File: config.mk
export PLATFORM = sky130hd
export DESIGN_NAME = uart_shared_irq
export DESIGN_NICKNAME = d
export VERILOG_FILES = /design/src/rtl/uart_pkg.sv /design/src/rtl/uart_tick.sv /design/src/rtl/uart_tx.sv /design/src/rtl/uart_rx.sv /design/src/rtl/uart_shared_irq.sv
export SDC_FILE = /design/constraint.sdc
export NUM_CORES = 1
export LEC_CHECK = 0
export ABC_CLOCK_PERIOD_IN_PS = 2300
export BUFFER_PORTS_ARGS = -buffer_cell sky130_fd_sc_hd__buf_2
export CAP_MARGIN = 25
export CORE_ASPECT_RATIO = 1.25
export CORE_MARGIN = 2
export CORE_UTILIZATION = 55
export DETAILED_ROUTE_END_ITERATION = 12
export GPL_TIMING_DRIVEN = 1
export PLACE_DENSITY = 0.74
export SETUP_SLACK_MARGIN = 0.15
export SKIP_CTS_REPAIR_TIMING = 1
export SLEW_MARGIN = 15
export SYNTH_ARGS = -nofsm -noshare
export SYNTH_HDL_FRONTEND = slang
export SYNTH_SLANG_ARGS = --single-unit
File: constraint.sdc
create_clock -name clk -period 2.3 [get_ports clk]
set_clock_uncertainty 0.05 [all_clocks]
set_input_delay 0.115 -clock clk [delete_from_list [all_inputs] [get_ports clk]]
set_output_delay 0.115 -clock clk [all_outputs]
set_load 0.03 [all_outputs]
File: src/rtl/uart_pkg.sv
package uart_pkg;
    typedef enum logic [1:0] {
        S_IDLE  = 2'd0,
        S_START = 2'd1,
        S_DATA  = 2'd2,
        S_STOP  = 2'd3
    } ser_state_t;

    localparam logic [1:0] A_MODE = 2'd0;
    localparam logic [1:0] A_DATA = 2'd1;
    localparam logic [1:0] A_STAT = 2'd2;
    localparam logic [1:0] A_FLAG = 2'd3;

    localparam int B_TXON    = 7;
    localparam int B_RXON    = 6;
    localparam int B_ERRMUTE = 1;
endpackage

File: src/rtl/uart_tick.sv
module uart_tick #(
    parameter int DIV = 4
) (
    input  logic clk,
    input  logic rst_n,
    output logic tick
);
    localparam int CW = (DIV > 1) ? $clog2(DIV) : 1;
    localparam logic [CW-1:0] TOP = CW'(DIV - 1);

    logic [CW-1:0] cnt;

    always_ff @(posedge clk or negedge rst_n) begin
        if (!rst_n) begin
            cnt  <= '0;
            tick <= 1'b0;
        end else if (cnt == TOP) begin
            cnt  <= '0;
            tick <= 1'b1;
        end else begin
            cnt  <= cnt + 1'b1;
            tick <= 1'b0;
        end
    end
endmodule

File: src/rtl/uart_tx.sv
module uart_tx
    import uart_pkg::*;
#(
    parameter int OVS = 16
) (
    input  logic       clk,
    input  logic       rst_n,
    input  logic       en,
    input  logic       tick,
    input  logic       start,
    input  logic [7:0] din,
    output logic       txd,
    output logic       busy,
    output logic       done
);
    localparam int CW = $clog2(OVS);
    localparam logic [CW-1:0] LAST = CW'(OVS - 1);

    ser_state_t    state;
    logic [CW-1:0] cnt;
    logic [2:0]    bitn;
    logic [7:0]    sh;

    always_ff @(posedge clk or negedge rst_n) begin
        if (!rst_n) begin
            state <= S_IDLE;
            cnt   <= '0;
            bitn  <= '0;
            sh    <= '0;
            done  <= 1'b0;
        end else if (!en) begin
            state <= S_IDLE;
            done  <= 1'b0;
        end else begin
            done <= 1'b0;
            unique case (state)
                S_IDLE: if (start) begin
                    sh    <= din;
                    cnt   <= '0;
                    state <= S_START;
                end
                S_START: if (tick) begin
                    if (cnt == LAST) begin
                        cnt   <= '0;
                        bitn  <= '0;
                        state <= S_DATA;
                    end else cnt <= cnt + 1'b1;
                end
                S_DATA: if (tick) begin
                    if (cnt == LAST) begin
                        cnt <= '0;
                        sh  <= {1'b0, sh[7:1]};
                        if (bitn == 3'd7) state <= S_STOP;
                        else bitn <= bitn + 1'b1;
                    end else cnt <= cnt + 1'b1;
                end
                S_STOP: if (tick) begin
                    if (cnt == LAST) begin
                        state <= S_IDLE;
                        done  <= 1'b1;
                    end else cnt <= cnt + 1'b1;
                end
                default: state <= S_IDLE;
            endcase
        end
    end

    always_comb begin
        unique case (state)
            S_IDLE:  txd = 1'b1;
            S_START: txd = 1'b0;
            S_DATA:  txd = sh[0];
            S_STOP:  txd = 1'b1;
            default: txd = 1'b1;
        endcase
        busy = (state != S_IDLE);
    end

    // a finished frame always ends on a high stop level
    a_r2_done_after_stop: assert property (@(posedge clk) disable iff (!rst_n)
        done |-> txd);
    // a start request while busy does not reload the shift register
    a_r13_busy_holds_data: assert property (@(posedge clk) disable iff (!rst_n)
        (en && state == S_DATA && !tick) |=> $stable(sh));
endmodule

File: src/rtl/uart_rx.sv
module uart_rx
    import uart_pkg::*;
#(
    parameter int OVS = 16
) (
    input  logic       clk,
    input  logic       rst_n,
    input  logic       en,
    input  logic       tick,
    input  logic       rxd,
    output logic [7:0] data,
    output logic       ferr,
    output logic       done
);
    localparam int CW = $clog2(OVS);
    localparam logic [CW-1:0] LAST = CW'(OVS - 1);
    localparam logic [CW-1:0] V_LO = CW'(OVS / 2 - 1);
    localparam logic [CW-1:0] V_HI = CW'(OVS / 2 + 1);

    ser_state_t    state;
    logic [CW-1:0] cnt;
    logic [2:0]    bitn;
    logic [7:0]    shreg;
    logic [1:0]    ones;
    logic [1:0]    sync;
    logic          line;
    logic          maj;

    assign line = sync[1];
    assign maj  = (ones + {1'b0, line}) >= 2'd2;

    always_ff @(posedge clk or negedge rst_n) begin
        if (!rst_n) sync <= 2'b11;
        else        sync <= {sync[0], rxd};
    end

    always_ff @(posedge clk or negedge rst_n) begin
        if (!rst_n) begin
            state <= S_IDLE;
            cnt   <= '0;
            bitn  <= '0;
            shreg <= '0;
            ones  <= '0;
            data  <= '0;
            ferr  <= 1'b0;
            done  <= 1'b0;
        end else if (!en) begin
            state <= S_IDLE;
            done  <= 1'b0;
        end else begin
            done <= 1'b0;
            if (tick) begin
                unique case (state)
                    S_IDLE: if (!line) begin
                        cnt   <= CW'(1);
                        ones  <= '0;
                        state <= S_START;
                    end
                    S_START, S_DATA, S_STOP: begin
                        if (cnt >= V_LO && cnt < V_HI) ones <= ones + {1'b0, line};
                        if (cnt == LAST) cnt <= '0;
                        else             cnt <= cnt + 1'b1;
                        if (cnt == V_HI) begin
                            if (state == S_START && maj) state <= S_IDLE;
                            if (state == S_DATA) shreg <= {maj, shreg[7:1]};
                            if (state == S_STOP) begin
                                data  <= shreg;
                                ferr  <= !maj;
                                done  <= 1'b1;
                                state <= S_IDLE;
                            end
                        end
                        if (cnt == LAST) begin
                            ones <= '0;
                            if (state == S_START) begin
                                bitn  <= '0;
                                state <= S_DATA;
                            end else if (state == S_DATA) begin
                                if (bitn == 3'd7) state <= S_STOP;
                                else bitn <= bitn + 1'b1;
                            end
                        end
                    end
                    default: state <= S_IDLE;
                endcase
            end
        end
    end

    // a disabled receiver cannot report a frame
    a_r6_off_no_done: assert property (@(posedge clk) disable iff (!rst_n)
        !en |=> !done);
    // completion pulses last one cycle
    a_r8_done_single: assert property (@(posedge clk) disable iff (!rst_n)
        done |=> !done);
endmodule

File: src/rtl/uart_shared_irq.sv
module uart_shared_irq
    import uart_pkg::*;
#(
    parameter int DIV = 4,
    parameter int OVS = 16
) (
    input  logic       clk,
    input  logic       rst_n,
    input  logic [1:0] addr,
    input  logic       wr_en,
    input  logic [7:0] wr_data,
    input  logic       rd_en,
    output logic [7:0] rd_data,
    input  logic       rxd,
    output logic       txd,
    output logic       irq
);
    logic       tick;
    logic [7:0] mode;
    logic       tx_busy, tx_done;
    logic [7:0] rx_byte;
    logic       rx_ferr, rx_done;
    logic       rx_full, ferr_q, ovr_q;
    logic [1:0] flags;
    logic       rd_rx, ovr_now, rx_bad, rx_set;
    logic [1:0] clr;

    uart_tick #(.DIV(DIV)) u_tick (.clk(clk), .rst_n(rst_n), .tick(tick));

    uart_tx #(.OVS(OVS)) u_tx (
        .clk(clk), .rst_n(rst_n), .en(mode[B_TXON]), .tick(tick),
        .start(wr_en && addr == A_DATA), .din(wr_data),
        .txd(txd), .busy(tx_busy), .done(tx_done));

    uart_rx #(.OVS(OVS)) u_rx (
        .clk(clk), .rst_n(rst_n), .en(mode[B_RXON]), .tick(tick), .rxd(rxd),
        .data(rx_byte), .ferr(rx_ferr), .done(rx_done));

    always_comb begin
        rd_rx   = rd_en && addr == A_DATA;
        ovr_now = rx_full && !rd_rx;
        rx_bad  = rx_ferr || ovr_now;
        rx_set  = rx_done && !(rx_bad && mode[B_ERRMUTE]);
        clr     = (wr_en && addr == A_FLAG) ? wr_data[1:0] : 2'b00;
        irq     = |flags;
        unique case (addr)
            A_MODE:  rd_data = mode;
            A_DATA:  rd_data = rx_byte;
            A_STAT:  rd_data = {5'b0, tx_busy, ovr_q, ferr_q};
            A_FLAG:  rd_data = {6'b0, flags};
            default: rd_data = '0;
        endcase
    end

    always_ff @(posedge clk or negedge rst_n) begin
        if (!rst_n) begin
            mode    <= '0;
            flags   <= '0;
            rx_full <= 1'b0;
            ferr_q  <= 1'b0;
            ovr_q   <= 1'b0;
        end else begin
            if (wr_en && addr == A_MODE) mode <= wr_data;
            flags[0] <= tx_done | (flags[0] & ~clr[0]);
            flags[1] <= rx_set  | (flags[1] & ~clr[1]);
            if (rx_done) begin
                rx_full <= 1'b1;
                ferr_q  <= rx_ferr | (ferr_q & ~rd_rx);
                ovr_q   <= ovr_now | (ovr_q & ~rd_rx);
            end else if (rd_rx) begin
                rx_full <= 1'b0;
                ferr_q  <= 1'b0;
                ovr_q   <= 1'b0;
            end
        end
    end

    // a finished transmit frame is always visible in flag bit 0
    a_r4_tx_flag_set: assert property (@(posedge clk) disable iff (!rst_n)
        tx_done |=> flags[0]);
    // a muted damaged frame leaves a clear receive flag clear
    a_r9_mute_no_flag: assert property (@(posedge clk) disable iff (!rst_n)
        (rx_done && rx_ferr && mode[B_ERRMUTE] && !flags[1]) |=> !flags[1]);
    // a set flag survives any cycle without a matching clear
    a_r12_flag_sticky: assert property (@(posedge clk) disable iff (!rst_n)
        (flags[1] && !(wr_en && addr == A_FLAG && wr_data[1])) |=> flags[1]);
    // reading received data leaves both error bits clear
    a_r11_read_clears: assert property (@(posedge clk) disable iff (!rst_n)
        (rd_rx && !rx_done) |=> (!ferr_q && !ovr_q));
    // interrupt follows the flags
    a_r12_irq_low_when_clear: assert property (@(posedge clk) disable iff (!rst_n)
        (!flags[0] && !flags[1]) |-> !irq);
endmodule

; Word-level counts from Yosys, hierarchy flattened
; Index checks and enable logic that the tools add are counted.
[totals]
wordCells = 178
register_bits = 65
[op_classes]
reduce_logical = 35
add_sub_neg = 6
muxes = 65
n_eq_ne = 37
n_lt_le_gt_ge = 3
bitwise_logic = 11
[ops]
columns = operator, n
row1 = $mux W2, 24
row2 = $pmux W8 S4, 1
row3 = $mux W4, 7
row4 = $mux W3, 8
row5 = $mux W8, 3
row6 = $reduce_and A5 Y1, 4
row7 = $pmux W8 S2, 1
row8 = $ne A3 B2 Y1 const B, 5
row9 = $eq A2 B2 Y1 const B, 7
row10 = $mux W1, 14
row11 = $eq A4 B4 Y1 const B, 3
row12 = $ne A2 B1 Y1 const B, 6
row13 = $ne A2 B2 Y1 const B, 6
row14 = $ne A3 B3 Y1 const B, 4
row15 = $pmux W4 S3, 1
row16 = $reduce_bool A2 Y1, 5
row17 = $logic_and A1 B1 Y1, 9
row18 = $add A4 B1 Y4 const B, 2
row19 = $pmux W2 S2, 2
row20 = $pmux W2 S4, 1
row21 = $pmux W4 S2, 1
row22 = $reduce_and A8 Y1, 1
row23 = $reduce_and A7 Y1, 1
row24 = $add A3 B1 Y3 const B, 2
row25 = other kinds (22), 39

; Depth between registers and ports, before layout
[depth]
ltp_word = 13
ltp_mapped = 7

; Hierarchy
; From an unflattened synthesis, not the netlist that was laid out.
[hier_totals]
cells_unflattened = 292
hier_area_um2 = 3405.8
[by_module_without_submodules]
columns = module, instances, area_per_inst_um2, cells_each
row1 = uart_rx, 1, 1539.0, 124
row2 = uart_tx, 1, 1072.3, 108
row3 = uart_shared_irq, 1, 703.2, 55
row4 = uart_tick, 1, 91.3, 5

; Worst setup path after synthesis
; Ideal clock, no wire load.
[synth_path]
path_type = reg-to-reg
startpoint = register u_tx.state[0]
endpoint = register u_tx.sh[4]
stages_incl_launch_ff = 7
required_ns = 2.125
arrival_ns = 1.679
setup_time_ns = 0.125
setup_slack_ns = 0.446
cell_sequence = dfrtp_1 > inv_1 > ha_1 > buf_2 > buf_1 > mux2_2 > mux2_4
[synth_between]
elab_chain_cells = 3
[synth_rtl]
columns = item, line_no
row1 = "start, declared", uart_tx.sv:19  ; ser_state_t state;
row2 = "start signal, assigned", uart_tx.sv:26  ; state <= S_IDLE;
row3 = "start signal, assigned", uart_tx.sv:32  ; state <= S_IDLE;
row4 = "start signal, assigned", uart_tx.sv:40  ; state <= S_START;
row5 = $eq A2 B2 Y1 or $logic_not A2 Y1 (tied branches), uart_tx.sv:36  ; unique case (state)
row6 = $ne A2 B1 Y1 (no line) (tied with other cells), --
row7 = $reduce_and A5 Y1 (no line), --
row8 = "end signal, assigned", uart_tx.sv:38  ; sh <= din;
row9 = "end signal, assigned", uart_tx.sv:52  ; sh <= {1'b0, sh[7:1]};
row10 = "end, declared", uart_tx.sv:22  ; logic [7:0] sh;
; Parallel ways exist; a longest one is shown, timed or not.
; A chain may end at the register's enable or synchronous reset.

; Worst setup path after layout
[layout_path]
startpoint = register u_tx.state[0]
endpoint = output port txd
[layout_between]
elab_chain_cells = 3
[layout_rtl]
columns = item, line_no
row1 = $eq A2 B2 Y1 or $logic_not A2 Y1 (tied branches), uart_tx.sv:69  ; unique case (state)
row2 = $reduce_or A2 Y1 (no line), --
row3 = $pmux W1 S3 *, uart_tx.sv:69
row4 = "end, declared", uart_shared_irq.sv:15  ; output logic txd,
; Every way passes the cells marked *; elsewhere a longest branch is shown, timed or not.

==> impl_metrics.toml <==
[die]
ios = 25
rows = 32
die_w_um = 74.7
start_util = 0.564
coreArea_mm2 = 0.00609
die_area_mm2 = 0.00689
die_h_um = 92.3

[timing]
worst_pin_slew_ns = 0.629
holdWs_ns = -0.00102
setup_tns_ns = 0
rsz0062_at_grt = "false"
timing.final.max_slew_violations = 0
maxSlewHeadroom = 0.579
fin_crit_ns = 2.03
post-route-period-util = 0.882
fmax_mhz = 493
setup_viol = 0
hold_violations = 1

[synth]
yosysWarnings = 0
async_reset_ff_frac = 1.00
ys_seq_elements = 65
avgSynthCellArea_um2 = 11.8
synth_top_area_cell = "dfrtp_1"
synthCells = 291
syn_nets = 328
synth_edf_count = 0
syn_area_mm2 = 0.00343
synth_flop_cell = "dfrtp_1"
synth.area.top_cells = "dfrtp_1, mux2_2, ha_1, mux2_4, mux2i_1"
yosysUniqueCellTypes = 50
synth_top_area_frac = 0.459
ys_seq_area_frac = 0.474

[detailed_routing]
num_vias = 2312
drtPass1Iterations = 4
ant_nets = 0
first_iter_violations = 140
drt-total-wl_um = 6420
wire_per_inst_um = 15.4
drcViolationCount = 0
viasPerCell = 5.53

[critical_path]
cp.required_ns = 2.13
end_kind = "primary output"
start_kind = "flop"
crit_arrival_ns = 1.86
worstPathMaxFanout = 7
path_class = "flop to primary output"

[clocking]
path_clk_slew_ns = 0.06
cts_max_path_buffers = 2
cts_sinks = 65
cts_buffers = 9
cts_tree = "built"
htree_levels = 3
clock_latency_ns = 0.35
root_buffer = "clkbuf_8"

[placed_design]
dp.final_hpwl_um = 4410
io_buffers = 24
place_area_mm2 = 0.00364
gp_congestion = 0.810

[global_routing]
globalRouteOverflowTotal = 0
antenna_found_initial = 0
track_usage = 0.200
grt_pass1_wl_um = 10400
grt_max_degree = 66
grt_pass1_vias = 2299

[power_and_ir_drop]
p_total_mw = 3.29
p_leak_nw = 1.96
powerDensity_mw_per_mm2 = 829
vdd_drop_max_mv = 0.377

[outcome]
outcome = "finished, violations left"
violations = "negative hold slack"

[finish]
seqCellArea_mm2 = 0.00163
multi_input_comb_area_mm2 = 0.00169
antennaDiodeCount = 0
fillers = 480
final_area_mm2 = 0.00397
fin_util = 0.653
drive_gt1_frac = 0.303
area_growth_syn_to_layout_pct = 15.7
fin_nets = 365

[hold_path]
hold_class = "input pin to flop"

[flow_run]
max_cap_violations = 0
## Yosys cell counts, types with 3 or more instances
master	count
nor2b_1	5
a21oi_1	7
a21o_1	3
clkbuf_1	4
nand2b_1	3
mux2_2	35
mux2_4	7
nand4_1	3
buf_6	3
o2bb2ai_1	3
mux2i_1	9
nand2_1	16
dfrtp_1	63
nand3_1	9
nand3b_1	7
buf_2	4
o21ai_0	13
inv_1	12
ha_1	22
nor2_1	17
a22o_1	6
## path summary, 6_finish.rpt
check | from | to | slack, ns | depth (start not counted)
setup / recovery | u_tx.state[0] | txd | 0.27 | 6
hold / removal | wr_data[5] | mode[5] | -0.001 | 2
setup reg to reg | u_tx.state[0] | u_tx.sh[3] | 0.42 | 6
hold reg to reg | u_rx.sync[0] | u_rx.sync[1] | 0.31 | 0
max in group asynchronous | rst_n | u_rx.sync[0] | 1.64 | 3
min in group asynchronous | rst_n | u_tx.bitn[1] | 0.26 | 3
## kinds of logic after synthesis
kind of cell | count (synthesis) | share of synthesized area
and+or+nand+nor | 78 | 0.126
DFF | 65 | 0.474
muxes | 53 | 0.185
AOI/OAI and AO/OA | 48 | 0.0980
buffers and inverters | 24 | 0.0343
adders and majority gates | 22 | 0.0802
xor gates and xnor gates | 1 | 0.00255
## layout make-up
type | count | share of cell area
multi-input cells | 202 | 0.425
flip-flops and latches | 65 | 0.410
repair buffers | 38 | 0.0655
clock buffers | 11 | 0.0356
well taps | 85 | 0.0268
clock inverters | 5 | 0.0258
inverters | 12 | 0.0113
## registers in the layout (all words and copies together) (netlist names), 2 cells and up
name,cells
mode,8
u_rx.data,8
u_rx.shreg,8
u_tx.sh,8
u_rx.cnt,4
u_tx.cnt,4
u_rx.bitn,3
u_tx.bitn,3
flags,2
u_rx.ones,2
u_rx.state,2
u_rx.sync,2
u_tick.cnt,2
u_tx.state,2
## report_power, final
group          internal, mW  switching, mW  total [mW]
clock                 0.748          0.434        1.18
combinational         0.372          0.364       0.736
sequential             1.27          0.103        1.37
total                  2.39          0.901        3.29
## placed cells by master (no fill, tap or decap), drive strengths merged, types with 2 or more instances in the layout
| cell type | count |
|---|---|
| dfrtp | 63 |
| mux2 | 42 |
| buf | 29 |
| ha | 22 |
| nor2 | 17 |
| nand2 | 16 |
| o21ai | 13 |
| inv | 12 |
| clkbuf | 11 |
| mux2i | 9 |
| nand3 | 9 |
| dlygate4sd3 | 9 |
| a21oi | 7 |
| nand3b | 7 |
| a22o | 6 |
| nor2b | 5 |
| nand4 | 5 |
| nand2b | 3 |
| a21o | 3 |
| o2bb2ai | 3 |
| bufinv | 3 |
| and3 | 3 |
| mux4 | 2 |
| nor4 | 2 |
| and2 | 2 |
| or2 | 2 |
| nor3 | 2 |
| a31oi | 2 |
| a22oi | 2 |
| a211o | 2 |
| dfstp | 2 |
| a21boi | 2 |
| nor3b | 2 |
## through the flow
| stage | setup WS, ns | instances |
|---|---|---|
| after global placement | 0.472 | 393 |
| after global routing | 0.150 | 418 |
| after CTS | 0.250 | 409 |
| after floorplan | 0.446 | 291 |
| after detailed placement | 0.434 | 393 |
| final | 0.272 | 418 |
## layer usage
layer  global-route usage  wire length, um
met5                    0                0
met4                0.121              113
met3               0.0337              169
met2                0.313             3270
met1                0.253             2870
## critical path, cell delays in order, from the launching register on
cell and delay (ns):
dfrtp_1 0.41, inv_1 0.12, ha_1 0.33, buf_4 0.22, nand2_1 0.07, a21oi_1 0.15
buf_2 0.22
Note: power is estimated with default switching activity, not from simulation.
